<file path="config.mk">
export PLATFORM = sky130hd
export DESIGN_NAME = pm_evt_sci
export DESIGN_NICKNAME = d
export VERILOG_FILES = /design/src/rtl/pm_evt_pkg.sv /design/src/rtl/pm_win_decode.sv /design/src/rtl/pm_tmr_fsm.sv /design/src/rtl/pm_evt_regs.sv /design/src/rtl/pm_evt_sci.sv
export SDC_FILE = /design/constraint.sdc
export NUM_CORES = 1
export LEC_CHECK = 0
export ABC_AREA = 1
export BUFFER_PORTS_ARGS = -buffer_cell sky130_fd_sc_hd__buf_4
export CAP_MARGIN = 20
export CORE_UTILIZATION = 54
export CTS_CLUSTER_DIAMETER = 100
export DETAILED_ROUTE_END_ITERATION = 10
export PLACE_DENSITY = 0.79
export SETUP_SLACK_MARGIN = 0.02
export SYNTH_ARGS = -nofsm -noshare
export SYNTH_HDL_FRONTEND = slang
export SYNTH_HIERARCHICAL = 1
export SYNTH_SLANG_ARGS = --single-unit
</file>
<file path="constraint.sdc">
create_clock -name clk -period 1.7 [get_ports clk]
set_input_delay 0.085 -clock clk [delete_from_list [all_inputs] [get_ports clk]]
set_output_delay 0.085 -clock clk [all_outputs]
set_load 0.05 [all_outputs]
</file>
<file path="src/rtl/pm_evt_pkg.sv">
package pm_evt_pkg;
    localparam int DATA_W     = 16;
    localparam int ADDR_W     = 16;

    // Byte offsets inside the window
    localparam int OFS_STS    = 'h00;
    localparam int OFS_EN     = 'h02;
    localparam int OFS_CTL    = 'h04;
    localparam int OFS_CNT_LO = 'h08;
    localparam int OFS_CNT_HI = 'h0A;

    // Event bit positions shared by status and enable
    localparam int BIT_TMR    = 0;
    localparam int BIT_GLOCK  = 5;
    localparam int BIT_PWRBTN = 8;
    localparam int BIT_RTC    = 10;

    localparam logic [DATA_W-1:0] SCI_GROUP =
        (DATA_W'(1) << BIT_TMR)    | (DATA_W'(1) << BIT_GLOCK) |
        (DATA_W'(1) << BIT_PWRBTN) | (DATA_W'(1) << BIT_RTC);

    typedef enum logic [1:0] {
        TMR_OFF   = 2'd0,
        TMR_ARMED = 2'd1,
        TMR_FIRED = 2'd2,
        TMR_HELD  = 2'd3
    } tmr_state_e;
endpackage

</file>
<file path="src/rtl/pm_win_decode.sv">
module pm_win_decode
    import pm_evt_pkg::*;
#(
    parameter int          WIN_BITS  = 6,
    parameter logic [31:0] BASE_MASK = 32'h0000_FFC0
) (
    input  logic [31:0]         cfg_base,
    input  logic [7:0]          cfg_en,
    input  logic [ADDR_W-1:0]   io_addr,
    output logic                hit,
    output logic [WIN_BITS-1:0] ofs
);
    logic [ADDR_W-1:0] base;

    assign base = cfg_base[ADDR_W-1:0] & BASE_MASK[ADDR_W-1:0];
    assign hit  = cfg_en[0] && (io_addr[ADDR_W-1:WIN_BITS] == base[ADDR_W-1:WIN_BITS]);
    assign ofs  = io_addr[WIN_BITS-1:0];
endmodule

</file>
<file path="src/rtl/pm_tmr_fsm.sv">
module pm_tmr_fsm
    import pm_evt_pkg::*;
#(
    parameter int CNT_W = 24
) (
    input  logic             clk,
    input  logic             rst_n,
    input  logic             tmr_en,
    input  logic             tmr_clr,
    output logic [CNT_W-1:0] count,
    output logic             tog,
    output logic             tmr_sts
);
    tmr_state_e state_q, state_d;
    logic [CNT_W-1:0] cnt_q;

    always_ff @(posedge clk or negedge rst_n) begin
        if (!rst_n) cnt_q <= '0;
        else        cnt_q <= cnt_q + CNT_W'(1);
    end

    assign count = cnt_q;
    // Next increment flips the top bit
    assign tog   = &cnt_q[CNT_W-2:0];

    // State register
    always_ff @(posedge clk or negedge rst_n) begin
        if (!rst_n) state_q <= TMR_OFF;
        else        state_q <= state_d;
    end

    // Transitions
    always_comb begin
        state_d = state_q;
        unique case (state_q)
            TMR_OFF: begin
                if (tmr_en) state_d = tog ? TMR_FIRED : TMR_ARMED;
            end
            TMR_ARMED: begin
                if (!tmr_en)  state_d = TMR_OFF;
                else if (tog) state_d = TMR_FIRED;
            end
            TMR_FIRED: begin
                if (tmr_clr)      state_d = tmr_en ? TMR_ARMED : TMR_OFF;
                else if (!tmr_en) state_d = TMR_HELD;
            end
            TMR_HELD: begin
                if (tmr_clr)     state_d = tmr_en ? TMR_ARMED : TMR_OFF;
                else if (tmr_en) state_d = TMR_FIRED;
            end
            default: state_d = TMR_OFF;
        endcase
    end

    // Outputs
    always_comb begin
        unique case (state_q)
            TMR_FIRED, TMR_HELD: tmr_sts = 1'b1;
            default:             tmr_sts = 1'b0;
        endcase
    end
endmodule

</file>
<file path="src/rtl/pm_evt_regs.sv">
module pm_evt_regs
    import pm_evt_pkg::*;
#(
    parameter int WIN_BITS = 6,
    parameter int CNT_W    = 24
) (
    input  logic                clk,
    input  logic                rst_n,
    input  logic                hit,
    input  logic                io_wr,
    input  logic [WIN_BITS-1:0] ofs,
    input  logic [DATA_W-1:0]   wdata,
    input  logic [DATA_W-1:0]   evt_set,
    input  logic                tmr_sts,
    input  logic [CNT_W-1:0]    count,
    output logic [DATA_W-1:0]   rdata,
    output logic [DATA_W-1:0]   en_q,
    output logic [DATA_W-1:0]   sts_all,
    output logic                tmr_clr,
    output logic                sci
);
    logic wr_any, wr_sts, wr_en, wr_ctl;
    logic [DATA_W-1:1] sts_q;
    logic [DATA_W-1:0] ctl_q;
    logic [31:0]       cnt_ext;
    logic              sci_q;

    assign wr_any = hit & io_wr;
    assign wr_sts = wr_any && (ofs == WIN_BITS'(OFS_STS));
    assign wr_en  = wr_any && (ofs == WIN_BITS'(OFS_EN));
    assign wr_ctl = wr_any && (ofs == WIN_BITS'(OFS_CTL));

    // Sticky event bits with write-one-to-clear; a set pulse wins
    for (genvar gi = 1; gi < DATA_W; gi++) begin : g_sts
        logic bit_q;
        always_ff @(posedge clk or negedge rst_n) begin
            if (!rst_n)                   bit_q <= 1'b0;
            else if (evt_set[gi])         bit_q <= 1'b1;
            else if (wr_sts && wdata[gi]) bit_q <= 1'b0;
        end
        assign sts_q[gi] = bit_q;
    end

    assign sts_all = {sts_q, tmr_sts};
    assign tmr_clr = wr_sts & wdata[BIT_TMR];

    always_ff @(posedge clk or negedge rst_n) begin
        if (!rst_n) begin
            en_q  <= '0;
            ctl_q <= '0;
        end else begin
            if (wr_en)  en_q  <= wdata;
            if (wr_ctl) ctl_q <= wdata;
        end
    end

    // Level interrupt, registered
    always_ff @(posedge clk or negedge rst_n) begin
        if (!rst_n) sci_q <= 1'b0;
        else        sci_q <= |(sts_all & en_q & SCI_GROUP);
    end
    assign sci = sci_q;

    assign cnt_ext = 32'(count);

    always_comb begin
        rdata = '0;
        if (hit) begin
            case (ofs)
                WIN_BITS'(OFS_STS):    rdata = sts_all;
                WIN_BITS'(OFS_EN):     rdata = en_q;
                WIN_BITS'(OFS_CTL):    rdata = ctl_q;
                WIN_BITS'(OFS_CNT_LO): rdata = cnt_ext[15:0];
                WIN_BITS'(OFS_CNT_HI): rdata = cnt_ext[31:16];
                default:               rdata = '0;
            endcase
        end
    end
endmodule

</file>
<file path="src/rtl/pm_evt_sci.sv">
module pm_evt_sci
    import pm_evt_pkg::*;
#(
    parameter int          CNT_W     = 24,
    parameter int          WIN_BITS  = 6,
    parameter logic [31:0] BASE_MASK = 32'h0000_FFC0
) (
    input  logic        clk,
    input  logic        rst_n,
    input  logic [31:0] cfg_base,
    input  logic [7:0]  cfg_en,
    input  logic [15:0] io_addr,
    input  logic        io_wr,
    input  logic [15:0] io_wdata,
    output logic [15:0] io_rdata,
    output logic        io_hit,
    input  logic [15:0] evt_set,
    output logic        sci
);
    logic [WIN_BITS-1:0] ofs;
    logic [DATA_W-1:0]   en_reg, sts_all;
    logic [CNT_W-1:0]    count;
    logic                tmr_tog, tmr_sts, tmr_clr;

    pm_win_decode #(.WIN_BITS(WIN_BITS), .BASE_MASK(BASE_MASK)) u_dec (
        .cfg_base (cfg_base),
        .cfg_en   (cfg_en),
        .io_addr  (io_addr),
        .hit      (io_hit),
        .ofs      (ofs)
    );

    pm_tmr_fsm #(.CNT_W(CNT_W)) u_tmr (
        .clk     (clk),
        .rst_n   (rst_n),
        .tmr_en  (en_reg[BIT_TMR]),
        .tmr_clr (tmr_clr),
        .count   (count),
        .tog     (tmr_tog),
        .tmr_sts (tmr_sts)
    );

    pm_evt_regs #(.WIN_BITS(WIN_BITS), .CNT_W(CNT_W)) u_regs (
        .clk     (clk),
        .rst_n   (rst_n),
        .hit     (io_hit),
        .io_wr   (io_wr),
        .ofs     (ofs),
        .wdata   (io_wdata),
        .evt_set (evt_set),
        .tmr_sts (tmr_sts),
        .count   (count),
        .rdata   (io_rdata),
        .en_q    (en_reg),
        .sts_all (sts_all),
        .tmr_clr (tmr_clr),
        .sci     (sci)
    );
endmodule

</file>
==> metrics.cfg <==
[synthesis]
yosys_warnings = 6
synth_cells = 566
synth_fp_nets = 658
syn-cell-area_um2 = 4334
syn_avg_cell_area_um2 = 7.658

[cts]
ctsLongestPathBuffers = 2
cts_tree = built
postCtsSetupBuffers = 0
htreeDepth = 3
clk_latency_ns = 0.35
clockRootBuffer = clkbuf_8
path_clk_slew_ns = 0.07
cts_buffers = 9
clkSinkCount = 74

[cells_and_area]
multi_input_area_um2 = 2170
seq_area_um2 = 1852
n_antenna_cell = 0
utilization = 0.7213
layout.nets = 756
nFillCells = 573
drive_gt1_frac = 0.2744
syn2layout_area_growth_pct = 28.61

[hold_path]
min_to = u_regs/en_q[4]$_DFFE_PN0P_
hold_path_depth = 3
hold_path_class = primary input to flip-flop
min-delay-start = io_wdata[4]

[floorplan]
rows = 32
die_y_um = 91.59
dieArea_um2 = 8389
start_util = 0.5609
die_x_um = 91.59
io_pins = 109
core_area_um2 = 7727

[timing]
slew_violations = 0
whs_ns = 0.01637
setup_viol = 0
clock.fmax_ghz = 0.6372
tightestPinTransition_ns = 0.4752
slew_headroom = 0.6832
worst_clock_skew_ns = 0.004371
rsz0062_at_grt = no
fin_crit_ns = 1.569
period_share = 0.9232
fin_tns_setup_ns = 0
hold_violations = 0

[outcome]
status = finished clean

[drt]
ant_nets = 0
viasPerCell = 5.286
first_pass_iters = 5
wirelength_um = 10730
avgRoutedWirePerCell_um = 13.96
drc = 0
drtIter0Drc = 282
vias = 4065

[setup_path]
cp_max_fo = 7
cp-start-kind = flip-flop
cp.arrival_ns = 1.48
worst_path_max_delay_cell = dfrtp_1
worst_setup_path_end_kind = output port
cp_cell_sequence = nand4_1 -> nand3_1 -> nor2_1 -> nor2_2 -> buf_4
r2r_start = u_tmr/count[1]$_DFF_PN0_
cp_num_cells = 5
r2r_slack_ns = 0.14
path_buf_inv = 1
crit_type = flip-flop to output port
critPathRequiredTime_ns = 1.62
r2r_cells = 10
cpPeakStageDelay_ns = 0.51
cp_top_family = flip-flops
r2r-end = u_tmr/state_q[0]$_DFFE_PN0P_

[global_routing]
grt-ovfl-total = 0
grt_start_max_net_pins = 41
grt_pass1_wl_um = 18580
antenna_found_initial = 0
grt_pass1_vias = 4060
gr-usage-all-layers = 0.2837

[power]
p_seq_frac = 0.471
internal-power_mw = 2.904
powerDensity_nw_per_um2 = 681.4
p_total_mw = 3.798
p_sw_mw = 0.8944
combPwrFrac = 0.118
leakage_nw = 2.792
p_sw_frac = 0.2355
peakVddDrop_mv = 0.4553
clkPwrFrac = 0.412

[place]
port_buffers = 78
gp_congestion = 0.8956
dp.final_hpwl_um = 7766

[run]
cap_violations = 0

## layer usage
| layer | global-route usage | vias to the layer above | part of all wire |
|---|---|---|---|
| met4 | 0.1190 | 0 | 0.023 |
| met1 | 0.3570 | 1906 | 0.43 |
| met2 | 0.4762 | 145 | 0.49 |
| li1 | - | 1991 | - |
| met3 | 0.05444 | 23 | 0.063 |
| met5 | 0 | - | 0 |
## repair_timing
action                                 CTS  global route
endpoints found under the hold margin   49             0
hold buffers                            16             0
gates resized for setup                  0             0
## worst min-delay path, stage by stage
cell     delay [ns]
buf_4          0.07
inv_1          0.05
o21ai_2        0.12
## cell usage in the layout, fill, tap and decap left out, drive strengths merged
master	n
nand2	168
buf	96
nor2	76
dfrtp	74
inv	71
o21ai	49
nand4	38
nand3	26
dlygate4sd3	16
clkbuf	12
xor2	11
xnor2	8
o21bai	7
nor3	5
nand3b	3
bufinv	2
a21oi	2
and2	1
o211ai	1
ha	1
## worst max-delay path by stage
stage / start / to / slack, ns
3_3_place_gp: io_addr[15] / u_tmr/state_q[0]$_DFFE_PN0P_ / 0.08
5_1_grt: u_tmr/state_q[1]$_DFFE_PN0P_ / io_rdata[0] / 0.04
3_5_place_dp: cfg_base[13] / u_tmr/state_q[0]$_DFFE_PN0P_ / 0.06
4_1_cts: u_tmr/state_q[1]$_DFFE_PN0P_ / io_rdata[0] / 0.13
2_1_floorplan: io_addr[15] / u_tmr/state_q[0]$_DFFE_PN0P_ / -0.07
6_report: u_tmr/state_q[1]$_DFFE_PN0P_ / io_rdata[0] / 0.13
## final cells by class
type,instances,share of cell area
Inverter,71,0.05051
Clock inverter,2,0.01077
Multi-Input combinational cell,396,0.3892
Timing Repair Buffer,112,0.1648
Sequential cell,74,0.3322
Clock buffer,12,0.02963
Tap cell,102,0.02290
## registers in the layout (all words and copies together) (netlist names)
signal,count
u_regs/g_sts.bit_q,15
u_tmr/count,24
u_tmr/state_q,2
u_regs/ctl_q,16
u_regs/sci,1
u_regs/en_q,16
## power groups by stage
stage               combinational [mW]  clock, mW  sequential (mW)
floorplan                        0.225          0             1.82
CTS                              0.447       1.58             1.79
global placement                 0.398          0             1.82
global route                     0.505       1.65             1.79
finish                           0.448       1.56             1.79
detailed placement               0.418          0             1.82
## stage by stage
step	instance area, µm²	setup WS, ns	std cells
floorplan	4469	-0.07027	566
global placement	5189	0.08301	739
detailed placement	5189	0.05761	739
CTS	5574	0.1321	769
global route	5574	0.04188	769
finish	5574	0.1306	769
Power figures use the tool's default switching activity.
